<file path="config.mk">
export PLATFORM = sky130hd
export DESIGN_NAME = serial_audio_tx
export DESIGN_NICKNAME = d
export VERILOG_FILES = /design/src/rtl/sat_pkg.sv /design/src/rtl/sat_fs_detect.sv /design/src/rtl/sat_sequencer.sv /design/src/rtl/sat_shifter.sv /design/src/rtl/serial_audio_tx.sv
export SDC_FILE = /design/constraint.sdc
export NUM_CORES = 1
export LEC_CHECK = 0
export CAP_MARGIN = 5
export CORE_MARGIN = 4
export CORE_UTILIZATION = 40
export CTS_CLUSTER_SIZE = 24
export DETAILED_ROUTE_END_ITERATION = 10
export DONT_BUFFER_PORTS = 1
export HOLD_SLACK_MARGIN = 0.12
export SYNTH_ARGS = -nofsm -noshare
export SYNTH_HDL_FRONTEND = slang
export SYNTH_SLANG_ARGS = --single-unit
</file>
<file path="constraint.sdc">
create_clock -name clk -period 2.5 [get_ports clk]
set_clock_uncertainty 0.1 [all_clocks]
set_input_delay 0.25 -clock clk [delete_from_list [all_inputs] [get_ports clk]]
set_output_delay 0.25 -clock clk [all_outputs]
set_load 0.02 [all_outputs]
</file>
<file path="src/rtl/sat_pkg.sv">
package sat_pkg;

  typedef enum logic [1:0] {
    ST_IDLE,
    ST_DELAY,
    ST_SHIFT
  } seq_state_t;

  // A phase that ends on its last word closes the frame when it is the second
  // phase, or when the frame only has one phase.
  function automatic logic phase_closes_frame(input logic in_ph2, input logic dual);
    return in_ph2 || !dual;
  endfunction

  // The frame sync as seen by the sequencer: 1 means active.
  function automatic logic sync_active(input logic pin, input logic invert);
    return pin ^ invert;
  endfunction

endpackage

</file>
<file path="src/rtl/sat_fs_detect.sv">
module sat_fs_detect
  import sat_pkg::*;
(
  input  logic clk,
  input  logic rst_n,
  input  logic bit_tick,
  input  logic fsync,
  input  logic cfg_fs_invert,
  output logic frame_start
);

  logic fs_act;
  logic fs_prev;

  assign fs_act      = sync_active(fsync, cfg_fs_invert);
  assign frame_start = bit_tick && fs_act && !fs_prev;

  always_ff @(posedge clk or negedge rst_n) begin
    if (!rst_n)        fs_prev <= 1'b0;
    else if (bit_tick) fs_prev <= fs_act;
  end

endmodule

</file>
<file path="src/rtl/sat_sequencer.sv">
module sat_sequencer
  import sat_pkg::*;
#(
  parameter int WORD_W    = 16,
  parameter int MAX_WORDS = 16,
  localparam int BIT_W    = $clog2(WORD_W),
  localparam int CNT_W    = $clog2(MAX_WORDS)
) (
  input  logic             clk,
  input  logic             rst_n,
  input  logic             bit_tick,
  input  logic             frame_start,
  input  logic             cfg_dual_phase,
  input  logic [CNT_W-1:0] cfg_ph1_words_m1,
  input  logic [CNT_W-1:0] cfg_ph2_words_m1,
  input  logic             cfg_delay_one,
  output logic             word_load,
  output logic             bit_shift,
  output logic             active
);

  seq_state_t       st;
  logic [BIT_W-1:0] bit_cnt;
  logic [CNT_W-1:0] word_cnt;
  logic             in_ph2;

  logic last_bit, ph_last_word, frame_end, start_ok;

  always_comb begin
    last_bit     = (bit_cnt == BIT_W'(WORD_W - 1));
    ph_last_word = (word_cnt == (in_ph2 ? cfg_ph2_words_m1 : cfg_ph1_words_m1));
    frame_end    = (st == ST_SHIFT) && last_bit && ph_last_word &&
                   phase_closes_frame(in_ph2, cfg_dual_phase);
    start_ok     = frame_start && ((st == ST_IDLE) || frame_end);
    word_load    = bit_tick && ((start_ok && !cfg_delay_one) ||
                                (st == ST_DELAY) ||
                                ((st == ST_SHIFT) && last_bit && !frame_end));
    bit_shift    = bit_tick && (st == ST_SHIFT) && !last_bit;
  end

  assign active = (st == ST_SHIFT);

  always_ff @(posedge clk or negedge rst_n) begin
    if (!rst_n) begin
      st       <= ST_IDLE;
      bit_cnt  <= '0;
      word_cnt <= '0;
      in_ph2   <= 1'b0;
    end else if (bit_tick) begin
      case (st)
        ST_IDLE: begin
          if (start_ok) begin
            st       <= cfg_delay_one ? ST_DELAY : ST_SHIFT;
            bit_cnt  <= '0;
            word_cnt <= '0;
            in_ph2   <= 1'b0;
          end
        end
        ST_DELAY: begin
          st       <= ST_SHIFT;
          bit_cnt  <= '0;
          word_cnt <= '0;
          in_ph2   <= 1'b0;
        end
        ST_SHIFT: begin
          if (!last_bit) begin
            bit_cnt <= bit_cnt + 1'b1;
          end else if (frame_end) begin
            st       <= start_ok ? (cfg_delay_one ? ST_DELAY : ST_SHIFT) : ST_IDLE;
            bit_cnt  <= '0;
            word_cnt <= '0;
            in_ph2   <= 1'b0;
          end else if (!ph_last_word) begin
            word_cnt <= word_cnt + 1'b1;
            bit_cnt  <= '0;
          end else begin
            in_ph2   <= 1'b1;
            word_cnt <= '0;
            bit_cnt  <= '0;
          end
        end
        default: st <= ST_IDLE;
      endcase
    end
  end

  AST_DELAY_ONE_STROBE: assert property (@(posedge clk) disable iff (!rst_n)
    (st == ST_DELAY && bit_tick) |=> (st == ST_SHIFT)) else $error("delay state overstayed");

  AST_LOAD_EXCLUSIVE: assert property (@(posedge clk) disable iff (!rst_n)
    !(word_load && bit_shift)) else $error("load and shift together");

endmodule

</file>
<file path="src/rtl/sat_shifter.sv">
module sat_shifter #(
  parameter int WORD_W = 16
) (
  input  logic              clk,
  input  logic              rst_n,
  input  logic              bit_tick,
  input  logic              word_load,
  input  logic              bit_shift,
  input  logic              active,
  input  logic              s_valid,
  input  logic [WORD_W-1:0] s_data,
  output logic              s_ready,
  output logic              tx_sd,
  output logic              underrun
);

  logic [WORD_W-1:0] sreg;
  logic              starved;

  assign s_ready = word_load;
  assign starved = word_load && !s_valid;
  assign tx_sd   = active && sreg[WORD_W-1];

  always_ff @(posedge clk or negedge rst_n) begin
    if (!rst_n) begin
      sreg <= '0;
    end else if (word_load) begin
      sreg <= s_valid ? s_data : '0;
    end else if (bit_shift) begin
      sreg <= {sreg[WORD_W-2:0], 1'b0};
    end else if (bit_tick) begin
      sreg <= '0;
    end
  end

  always_ff @(posedge clk or negedge rst_n) begin
    if (!rst_n)       underrun <= 1'b0;
    else if (starved) underrun <= 1'b1;
  end

  AST_UNDERRUN_STICKY: assert property (@(posedge clk) disable iff (!rst_n)
    $past(underrun) |-> underrun) else $error("underrun cleared");

  AST_UNDERRUN_CAUSE: assert property (@(posedge clk) disable iff (!rst_n)
    $rose(underrun) |-> $past(s_ready && !s_valid)) else $error("underrun without starvation");

  AST_READY_ON_STROBE: assert property (@(posedge clk) disable iff (!rst_n)
    s_ready |-> bit_tick) else $error("ready outside strobe");

endmodule

</file>
<file path="src/rtl/serial_audio_tx.sv">
module serial_audio_tx
  import sat_pkg::*;
#(
  parameter int WORD_W    = 16,
  parameter int MAX_WORDS = 16,
  localparam int CNT_W    = $clog2(MAX_WORDS)
) (
  input  logic              clk,
  input  logic              rst_n,
  input  logic              bit_tick,
  input  logic              fsync,
  input  logic              cfg_dual_phase,
  input  logic [CNT_W-1:0]  cfg_ph1_words_m1,
  input  logic [CNT_W-1:0]  cfg_ph2_words_m1,
  input  logic              cfg_delay_one,
  input  logic              cfg_fs_invert,
  input  logic              s_valid,
  input  logic [WORD_W-1:0] s_data,
  output logic              s_ready,
  output logic              tx_sd,
  output logic              tx_oe,
  output logic              underrun
);

  logic frame_start;
  logic word_load;
  logic bit_shift;
  logic active;

  sat_fs_detect i_fs_detect (
    .clk           (clk),
    .rst_n         (rst_n),
    .bit_tick      (bit_tick),
    .fsync         (fsync),
    .cfg_fs_invert (cfg_fs_invert),
    .frame_start   (frame_start)
  );

  sat_sequencer #(
    .WORD_W    (WORD_W),
    .MAX_WORDS (MAX_WORDS)
  ) i_sequencer (
    .clk              (clk),
    .rst_n            (rst_n),
    .bit_tick         (bit_tick),
    .frame_start      (frame_start),
    .cfg_dual_phase   (cfg_dual_phase),
    .cfg_ph1_words_m1 (cfg_ph1_words_m1),
    .cfg_ph2_words_m1 (cfg_ph2_words_m1),
    .cfg_delay_one    (cfg_delay_one),
    .word_load        (word_load),
    .bit_shift        (bit_shift),
    .active           (active)
  );

  sat_shifter #(
    .WORD_W (WORD_W)
  ) i_shifter (
    .clk       (clk),
    .rst_n     (rst_n),
    .bit_tick  (bit_tick),
    .word_load (word_load),
    .bit_shift (bit_shift),
    .active    (active),
    .s_valid   (s_valid),
    .s_data    (s_data),
    .s_ready   (s_ready),
    .tx_sd     (tx_sd),
    .underrun  (underrun)
  );

  assign tx_oe = active;

  AST_OE_ON_STROBE: assert property (@(posedge clk) disable iff (!rst_n)
    !$past(bit_tick) |-> $stable(tx_oe)) else $error("oe moved without strobe");

  AST_SD_ON_STROBE: assert property (@(posedge clk) disable iff (!rst_n)
    !$past(bit_tick) |-> $stable(tx_sd)) else $error("sd moved without strobe");

  AST_LOAD_STARTS_DATA: assert property (@(posedge clk) disable iff (!rst_n)
    word_load |=> tx_oe) else $error("loaded word not driven");

endmodule

</file>
Yosys cells after proc, flatten, opt, wreduce, memory -nomap -nowiden --
Index checks and enable logic that the tools add are counted.
Cells by class: $add $sub $neg 2, multiply operators 0, divide/modulo/power cells 0, order comparisons 0, eq/ne operators 8, shifts and indexed selects 0, muxes and demuxes 23, bitwise gates (word level) 1, reductions and logical operators 30
Operator list (count):
- $mux W16 | 4
- $mux W4 | 6
- $pmux W4 S3 | 2
- $logic_and A1 B1 Y1 | 13
- $mux W2 | 5
- $add A4 B1 Y4 const B | 2
- $reduce_and A4 Y1 | 2
- $logic_not A1 Y1 | 6
- $pmux W2 S3 | 1
- $reduce_bool A3 Y1 | 2
- $reduce_and A5 Y1 | 1
- $eq A4 B4 Y1 | 1
- $eq A4 B4 Y1 const B | 1
- $logic_or A1 B1 Y1 | 4
- $mux W1 | 4
- $ne A2 B2 Y1 const B | 2
- $ne A3 B3 Y1 const B | 1
- $pmux W1 S3 | 1
- $reduce_and A3 Y1 | 1
- $eq A2 B1 Y1 const B | 1
- $eq A2 B2 Y1 const B | 1
- $logic_not A2 Y1 | 1
- $ne A2 B1 Y1 const B | 1
- $xor A1 B1 Y1 | 1
Storage, ports and cells: bits in registers 29, latch bits 0, RAM bits 0, memory bits (read-only) 0, input port bits 32, memories kept 0

Depth between registers and ports, before layout --
Gate-level depths: netlist of the first run.
word-level depth 11, gate-level depth with buffers 7, gate-level depth less buffers 6

Hierarchy --
A second synthesis of the first run with hierarchy kept.
Unflattened totals: cell total of the unflattened synthesis 155, area total of the unflattened synthesis 1601.5 µm²
Modules (own cells, without submodules):
- sat_sequencer | times used 1, cells an instance 92, area an instance 777.0 µm²
- sat_shifter | times used 1, cells an instance 58, area an instance 769.5 µm²
- sat_fs_detect | times used 1, cells an instance 5, area an instance 55.1 µm²

Worst setup path after synthesis of the first run --
OpenSTA, ideal clock, no wires.
path type register -> register, start register i_sequencer.in_ph2, end register i_shifter.sreg[10], arrival time 1.906 ns, path slack 0.368 ns, stages on the path, launching flop included 8, path buffers 2, period minus slack after synthesis 2.132 ns, cells stage by stage dfrtp_1 -> buf_6 -> mux2i_1 -> xor2_1 -> nand4_2 -> o311a_4 -> buf_6 -> a221o_1
On the way: cells in the longest elaborated chain, start to end 11
RTL lines:
- start, declared | RTL line sat_sequencer.sv:25 | logic in_ph2;
- start signal, assigned | RTL line sat_sequencer.sv:48 | in_ph2 <= 1'b0;
- start signal, assigned | RTL line sat_sequencer.sv:56 | in_ph2 <= 1'b0;
- start signal, assigned | RTL line sat_sequencer.sv:63 | in_ph2 <= 1'b0;
- $mux W4 | RTL line sat_sequencer.sv:31 | ph_last_word = (word_cnt == (in_ph2 ? cfg_ph2_words_m1 : cfg_ph1_words_m1));
- $eq A4 B4 Y1 | RTL line sat_sequencer.sv:31
- $logic_and A1 B1 Y1 | RTL line sat_sequencer.sv:32 | frame_end = (st == ST_SHIFT) && last_bit && ph_last_word &&
- $logic_and A1 B1 Y1 * | RTL line sat_sequencer.sv:32
- $logic_or A1 B1 Y1 | RTL line sat_sequencer.sv:34 | start_ok = frame_start && ((st == ST_IDLE) || frame_end);
- $logic_and A1 B1 Y1 | RTL line sat_sequencer.sv:34
- $logic_and A1 B1 Y1 | RTL line sat_sequencer.sv:35 | word_load = bit_tick && ((start_ok && !cfg_delay_one) ||
- $logic_or A1 B1 Y1 | RTL line sat_sequencer.sv:35
- $logic_or A1 B1 Y1 * | RTL line sat_sequencer.sv:36 | (st == ST_DELAY) ||
- $logic_and A1 B1 Y1 * | RTL line sat_sequencer.sv:35
- $reduce_bool A3 Y1 (no source line) / $mux W16 (equally long branches)
- end signal, assigned | RTL line sat_shifter.sv:28 | sreg <= s_valid ? s_data : '0;
- end signal, assigned | RTL line sat_shifter.sv:30 | sreg <= {sreg[WORD_W-2:0], 1'b0};
- end, declared | RTL line sat_shifter.sv:17 | logic [WORD_W-1:0] sreg;
Every way passes the cells marked *; elsewhere a longest branch is shown, timed or not. A chain may end at the register's enable or synchronous reset.

Final worst setup path of the first run --
start register i_sequencer.in_ph2, end output port s_ready
On the way: cells in the longest elaborated chain, start to end 10
RTL lines:
- $mux W4 | RTL line sat_sequencer.sv:31
- $eq A4 B4 Y1 | RTL line sat_sequencer.sv:31
- $logic_and A1 B1 Y1 | RTL line sat_sequencer.sv:32
- $logic_and A1 B1 Y1 * | RTL line sat_sequencer.sv:32
- $logic_or A1 B1 Y1 | RTL line sat_sequencer.sv:34
- $logic_and A1 B1 Y1 | RTL line sat_sequencer.sv:34
- $logic_and A1 B1 Y1 | RTL line sat_sequencer.sv:35
- $logic_or A1 B1 Y1 | RTL line sat_sequencer.sv:35
- $logic_or A1 B1 Y1 * | RTL line sat_sequencer.sv:36
- $logic_and A1 B1 Y1 * | RTL line sat_sequencer.sv:35
- end, declared | RTL line serial_audio_tx.sv:19 | output logic s_ready,
Marks and branches as above.

==> results of run 1 <==
through the flow:
stage	power [mW]	instance area, um^2
6_report	1.35	1890
5_1_grt	1.45	1890
4_1_cts	1.37	1890
3_5_place_dp	0.901	1590
3_3_place_gp	0.880	1590
2_1_floorplan	0.836	1550
final cells by class:
type / instances / area (um^2)
Clock buffer: 7 / 96.3
Clock inverter: 1 / 5.00
Fill cell: 363 / 1830
Inverter: 5 / 18.8
Multi-Input combinational cell: 112 / 768
Sequential cell: 29 / 727
Tap cell: 48 / 60.1
Timing Repair Buffer: 21 / 215
cells in the mapped netlist, drive strengths merged:
cell type / count / area, um^2
dfrtp: 29 / 726
and2: 17 / 106
a221o: 15 / 150
nand2: 15 / 56.3
o21ai: 11 / 55.1
nand3: 6 / 30.0
nor2: 6 / 22.5
clkbuf: 5 / 18.8
inv: 5 / 18.8
mux2i: 5 / 50.1
and3: 4 / 26.3
a21oi: 3 / 15.0
a22o: 3 / 26.3
nand2b: 3 / 18.8
nor3: 3 / 15.0
xor2: 3 / 26.3
buf: 2 / 22.5
ha: 2 / 25.0
nor4: 2 / 12.5
xnor2: 2 / 17.5
a211o: 1 / 8.76
a21o: 1 / 7.51
a31oi: 1 / 6.26
a41o: 1 / 10.0
mux2: 1 / 11.3
nand4: 1 / 12.5
o221ai: 1 / 8.76
o22ai: 1 / 6.26
o311a: 1 / 21.3
o31a: 1 / 8.76
o31ai: 1 / 7.51
or3: 1 / 6.26
worst max-delay path by stage:
stage / startpoint / endpoint / slack, ps
floorplan: i_sequencer.in_ph2$_DFFE_PN0P_ / i_shifter.sreg[10]$_DFFE_PN0P_ / 370
global placement: i_sequencer.in_ph2$_DFFE_PN0P_ / i_shifter.sreg[4]$_DFFE_PN0P_ / 410
detailed placement: i_sequencer.in_ph2$_DFFE_PN0P_ / i_shifter.sreg[5]$_DFFE_PN0P_ / 330
CTS: i_sequencer.in_ph2$_DFFE_PN0P_ / s_ready / 70
global route: i_sequencer.in_ph2$_DFFE_PN0P_ / s_ready / 30
finish: i_sequencer.in_ph2$_DFFE_PN0P_ / s_ready / 180
where the power goes:
part / leakage [nW] / internal (mW) / switching (mW)
Combinational: 0.465 / 0.150 / 0.128
Sequential: 0.370 / 0.562 / 0.0879
Clock: 0.0542 / 0.248 / 0.172
Total: 0.889 / 0.960 / 0.388
repair_timing:
action / CTS / global route
resized for setup: 0 / 1
hold endpoints to repair: 51 / 0
endpoints found under the setup margin: 0 / 1
hold buffers: 19 / 0
cells by family after synthesis:
group / after synthesis
and+or+nand+nor: 58
AOI/OAI and AO/OA: 41
DFF: 29
buffers and inverters: 12
muxes: 6
xor gates and xnor gates: 5
adders and majority gates: 2
registers in the layout (all words and copies together) (netlist names):
register / count
i_sequencer.bit_cnt: 4
i_sequencer.st: 2
i_shifter.underrun: 1
i_sequencer.in_ph2: 1
i_sequencer.word_cnt: 4
i_fs_detect.fs_prev: 1
i_shifter.sreg: 16
cells in the final DEF, fill, tap and decap left out, types with 2 or more instances in the layout:
master | synthesis | routed
a21oi_1 | 3 | 3
a221o_1 | 15 | 15
a22o_1 | 3 | 3
and2_1 | 17 | 17
and3_1 | 3 | 3
buf_4 | 0 | 2
clkbuf_8 | 0 | 7
dfrtp_1 | 29 | 28
dlygate4sd3_1 | 0 | 18
ha_1 | 2 | 2
inv_1 | 4 | 4
mux2i_1 | 5 | 5
nand2_1 | 15 | 15
nand2b_1 | 3 | 3
nand3_1 | 6 | 6
nor2_1 | 6 | 6
nor3_1 | 3 | 3
nor4_1 | 2 | 2
o21ai_0 | 11 | 11
xnor2_1 | 2 | 2
xor2_1 | 3 | 3
critical path, delay by kind of cell, from the launching register on:
kind,cells,cell delay [ps]
mux,1,240
xor+xnor,1,200
flops,1,440
simple gates,3,820
per-layer routing:
layer,vias up,share of wire,global-route usage
met4,0,0.012,0.0596
li1,611,-,-
met1,609,0.43,0.190
met2,53,0.48,0.256
met3,6,0.084,0.0576
met5,-,0,0
==> metrics.csv, run 1 <==
metric;value;unit
number of antenna violations at the first check in global routing;0;
number of placed instances, taps included;196;
average cell area after synthesis;10.2;um^2
vias per inst;5.74;
RR Startpoint;i_sequencer.in_ph2$_DFFE_PN0P_;
final hold violation count;0;
ratio of cells with drive above 1 in the final layout;0.0971;
initial standard-cell utilization of the core;0.418;
die area;4950;um^2
count of different cell masters after synthesis;34;
pre-CTS setup slack;333;ps
Routed wire per std cell;16.1;um
clock tree root buffer cell;clkbuf_8;
Total Nets Final;208;
DRC violation count after routing;0;
post-synthesis cell count;153;
area added between synthesis and finish;21.7;%
type of the worst min-delay path;in -> reg;
Max IR drop VDD;0.000330;V
max frequency;430;MHz
pwr dens;713;nW/um^2
leakage power;0.889;nW
Max-slew headroom;0.493;
Die Height;70.3;um
area fraction in compound gates after synthesis;0.213;
port bufs;0;
total wire length after detailed routing;3580;um
xor/xnor cell area share of the yosys netlist;0.0282;
overall routing resource usage;0.158;
routability-driven placement congestion ratio;0.821;
portion of the clock cycle consumed by the worst path in the final layout;0.929;
Synth Area in Simple Gates;0.197;
capturing element type of the critical path;output port;
arrival time of data at the critical path endpoint;1970;ps
number of cells in the finished layout apart from fillers;223;
Reg2Reg Capture Point;i_shifter.sreg[15]$_DFFE_PN0P_;
net count after synthesis;187;
minimum clock period;2320;ps
Clk Latency, worst-skew pair;270;ps
reg-to-reg slack, setup;410;ps
worst min-delay path startpoint;s_valid;
clock tree from TritonCTS;yes;
count of inserted antenna diode cells;0;
final count of negative-setup-slack endpoints;0;
Core Footprint;3720;um^2
number of buffers created by CTS;5;
adder-cell area share of the yosys netlist;0.0161;
IO Pins;36;
horizontal die dimension;70.3;um
maximum number of pins on one net before global-route repair;30;
hold_ws;124;ps
total standard cell area after synthesis;1550;um^2
Util after Layout;0.509;
sequential share of the synthesized area;0.467;
RSZ-0062 raised after global routing;false;
dominant combinational cell family by area after synthesis;compound AO/OA/AOI/OAI gates;
sum of overflow across all layers after global routing;0;
number of violations reported at the end of detailed-routing iteration 0;63;
cell with the biggest individual delay on the critical path;dfrtp_2;
CP max FO;7;
clock-pin slew on the worst setup and hold paths;60;ps
DP Wirelength;2450;um
kind of launch point of the worst setup path;flop;
post-synthesis mux area share;0.0395;
CTS HTree Levels;2;
number of global-route vias before repair;1362;
vias after detailed routing;1279;
total count of max-transition violations in the final report;0;
Data required, critical path;2150;ps
Hold Path Stages;2;
status;finished clean;
biggest cell delay along the critical path;440;ps
global-route wire length before repair;6210;um
total clock sinks;29;
minimum setup slack in the final design;176;ps
ordered list of cells on the worst path;mux2i_1, xor2_1, nand4_2, or3_1, and3_1;
critical path start-end classification;reg -> out;
antenna-violating nets left;0;
post-CTS setup buffer count;0;
number of register bits inferred by synthesis;29;
sum of negative setup slack;0;ps
max_cap viols;0;
Worst Hold Endpoint;i_shifter.underrun$_DFFE_PN0P_;
worst r2r path cells;5;
Cell Rows;22;
Clock Path Buffers;2;
Slew @ Worst Pin;754;ps
yosys warns;0;
number of optimization iterations in the first detailed-route pass;4;
Power figures use the tool's default switching activity.
==> run 2: changes to the inputs <==
--- a/config.mk
+++ b/config.mk
@@ -9,3 +9,3 @@
 export CORE_MARGIN = 4
-export CORE_UTILIZATION = 40
+export CORE_UTILIZATION = 45
 export CTS_CLUSTER_SIZE = 24
--- a/constraint.sdc
+++ b/constraint.sdc
@@ -4,2 +4,2 @@
 set_output_delay 0.25 -clock clk [all_outputs]
-set_load 0.02 [all_outputs]
+set_load 0.005 [all_outputs]
==> metrics.csv, run 2 (synthesized netlist as in run 1, its figures left out) <==
metric;value;unit;change
max_cap viols;0;;unchanged
ratio of cells with drive above 1 in the final layout;0.0955;;was 0.0971
number of violations reported at the end of detailed-routing iteration 0;62;;was 63
capturing element type of the critical path;output port;;unchanged
total clock sinks;29;;unchanged
total wire length after detailed routing;3490;um;was 3580 um
Clock Path Buffers;2;;unchanged
post-layout total power;1.24;mW;was 1.35 mW
clock-pin slew on the worst setup and hold paths;90;ps;was 60 ps
top sig layer;met4;;unchanged
cts-stage hold buffer count;21;;was 19
max frequency;412;MHz;was 430 MHz
Clk Latency, worst-skew pair;330;ps;was 270 ps
final hold violation count;0;;unchanged
IO Pins;36;;unchanged
commonest cells after routing, fill and taps aside;dfrtp_1 (29), dlygate4sd3_1 (20), and2_1 (17);;was dfrtp_1 (28), dlygate4sd3_1 (18), and2_1 (17)
sum of negative setup slack;0;ps;unchanged
status;finished clean;;unchanged
multi-input gate area in the final layout;768;um^2;unchanged
port bufs;0;;unchanged
count of inserted antenna diode cells;0;;unchanged
reg-to-reg slack, setup;280;ps;was 410 ps
type of the worst min-delay path;in -> reg;;unchanged
portion of the clock cycle consumed by the worst path in the final layout;0.971;;was 0.929
Total Nets Final;211;;was 208
hold_ws;132;ps;was 124 ps
number of global-route vias before repair;1307;;was 1362
Cell Rows;21;;was 22
maximum number of pins on one net before global-route repair;30;;unchanged
initial standard-cell utilization of the core;0.466;;was 0.418
routability-driven placement congestion ratio;0.827;;was 0.821
pre-CTS setup slack;288;ps;was 333 ps
DRC violation count after routing;0;;unchanged
CTS HTree Levels;2;;unchanged
post-detailed-placement cell area;1590;um^2;about the same
critical path start-end classification;reg -> out;;unchanged
minimum setup slack in the final design;73.4;ps;was 176 ps
leakage power;0.890;nW;was 0.889 nW
area added between synthesis and finish;21.2;%;was 21.7%
number of flip-flops under the largest register name;16;;unchanged
arrival time of data at the critical path endpoint;2080;ps;was 1970 ps
antenna-violating nets left;0;;unchanged
length of routed met3 wiring;218;um;was 300 um
number of placed instances, taps included;195;;was 196
RSZ-0062 raised after global routing;false;;unchanged
pwr dens;659;nW/um^2;was 713 nW/um^2
Slew @ Worst Pin;781;ps;was 754 ps
Top reg by flops;i_shifter.sreg;;unchanged
global-route wire length before repair;5900;um;was 6210 um
minimum clock period;2430;ps;was 2320 ps
total count of max-transition violations in the final report;0;;unchanged
number of optimization iterations in the first detailed-route pass;4;;unchanged
number of antenna violations at the first check in global routing;0;;unchanged
DP Wirelength;2400;um;was 2450 um
number of cells in the finished layout apart from fillers;224;;was 223
met2 layer wire length in the routed design;1700;um;was 1710 um
Routed wire per std cell;15.6;um;was 16.1 um
CP max FO;7;;unchanged
sum of overflow across all layers after global routing;0;;unchanged
die area;4460;um^2;was 4950 um^2
vias after detailed routing;1244;;was 1279
Core Footprint;3340;um^2;was 3720 um^2
number of buffers created by CTS;5;;unchanged
count of filler cells inserted in the layout;316;;was 363
clock tree from TritonCTS;yes;;unchanged
Die Height;66.8;um;was 70.3 um
Max IR drop VDD;0.000319;V;was 0.000330 V
Resize count post-CTS;0;;unchanged
area used by sequential logic in the layout;726;um^2;was 727 um^2
Data required, critical path;2150;ps;about the same
final count of negative-setup-slack endpoints;0;;unchanged
Max-slew headroom;0.477;;was 0.493
most common cell after layout, fill and taps aside;dfrtp_1;;unchanged
horizontal die dimension;66.8;um;was 70.3 um
Util after Layout;0.564;;was 0.509
largest registers;i_shifter.sreg (16), i_sequencer.bit_cnt (4), i_sequencer.word_cnt (4);;unchanged
clock tree root buffer cell;clkbuf_4;;was clkbuf_8
total non-filler cell area in the finished layout;1880;um^2;was 1890 um^2
vias per inst;5.55;;was 5.74
overall routing resource usage;0.175;;was 0.158
detailed-routing wirelength on met1;1520;um;about the same
post-CTS setup buffer count;0;;unchanged
kind of launch point of the worst setup path;flop;;unchanged
[run 2: routing by layer]
layer,vias to the layer above,global-route usage
li1,615,-
met1,589,0.207
met2,33,0.298
met3,7,0.0590
met4,0,0.0533
met5,-,0
[run 2: final timing paths]
kind                                                      from                             endpoint  cells past startpoint
worst min register to register   i_shifter.sreg[6]$_DFFE_PN0P_        i_shifter.sreg[6]$_DFFE_PN0P_                      1
worst max-delay path            i_sequencer.in_ph2$_DFFE_PN0P_                              s_ready                      5
worst min-delay path                                  bit_tick   i_sequencer.bit_cnt[1]$_DFFE_PN0P_                      3
min in group asynchronous                                rst_n  i_sequencer.word_cnt[3]$_DFFE_PN0P_                      2
worst max register to register  i_sequencer.in_ph2$_DFFE_PN0P_        i_shifter.sreg[2]$_DFFE_PN0P_                      5
max in group asynchronous                                rst_n        i_shifter.sreg[2]$_DFFE_PN0P_                      2
[run 2: critical path: stages (launching register included)]
cell and delay (ps):
dfrtp_1 510, mux2i_1 290, xor2_1 210, nand4_2 150
or3_1 410, and3_1 190
[run 2: area by class of cell]
| class | instances | share of cell area |
|---|---|---|
| inverters | 5 | 0.00997 |
| clock buffers | 7 | 0.0346 |
| well taps | 46 | 0.0306 |
| clock inverters | 1 | 0.00266 |
| multi-input cells | 112 | 0.408 |
| flip-flops and latches | 29 | 0.385 |
| repair buffers | 24 | 0.129 |
[run 2: power breakdown]
group	switching (mW)	internal, mW
sequential	0.0804	0.560
clock	0.166	0.163
combinational	0.121	0.150
total	0.368	0.873
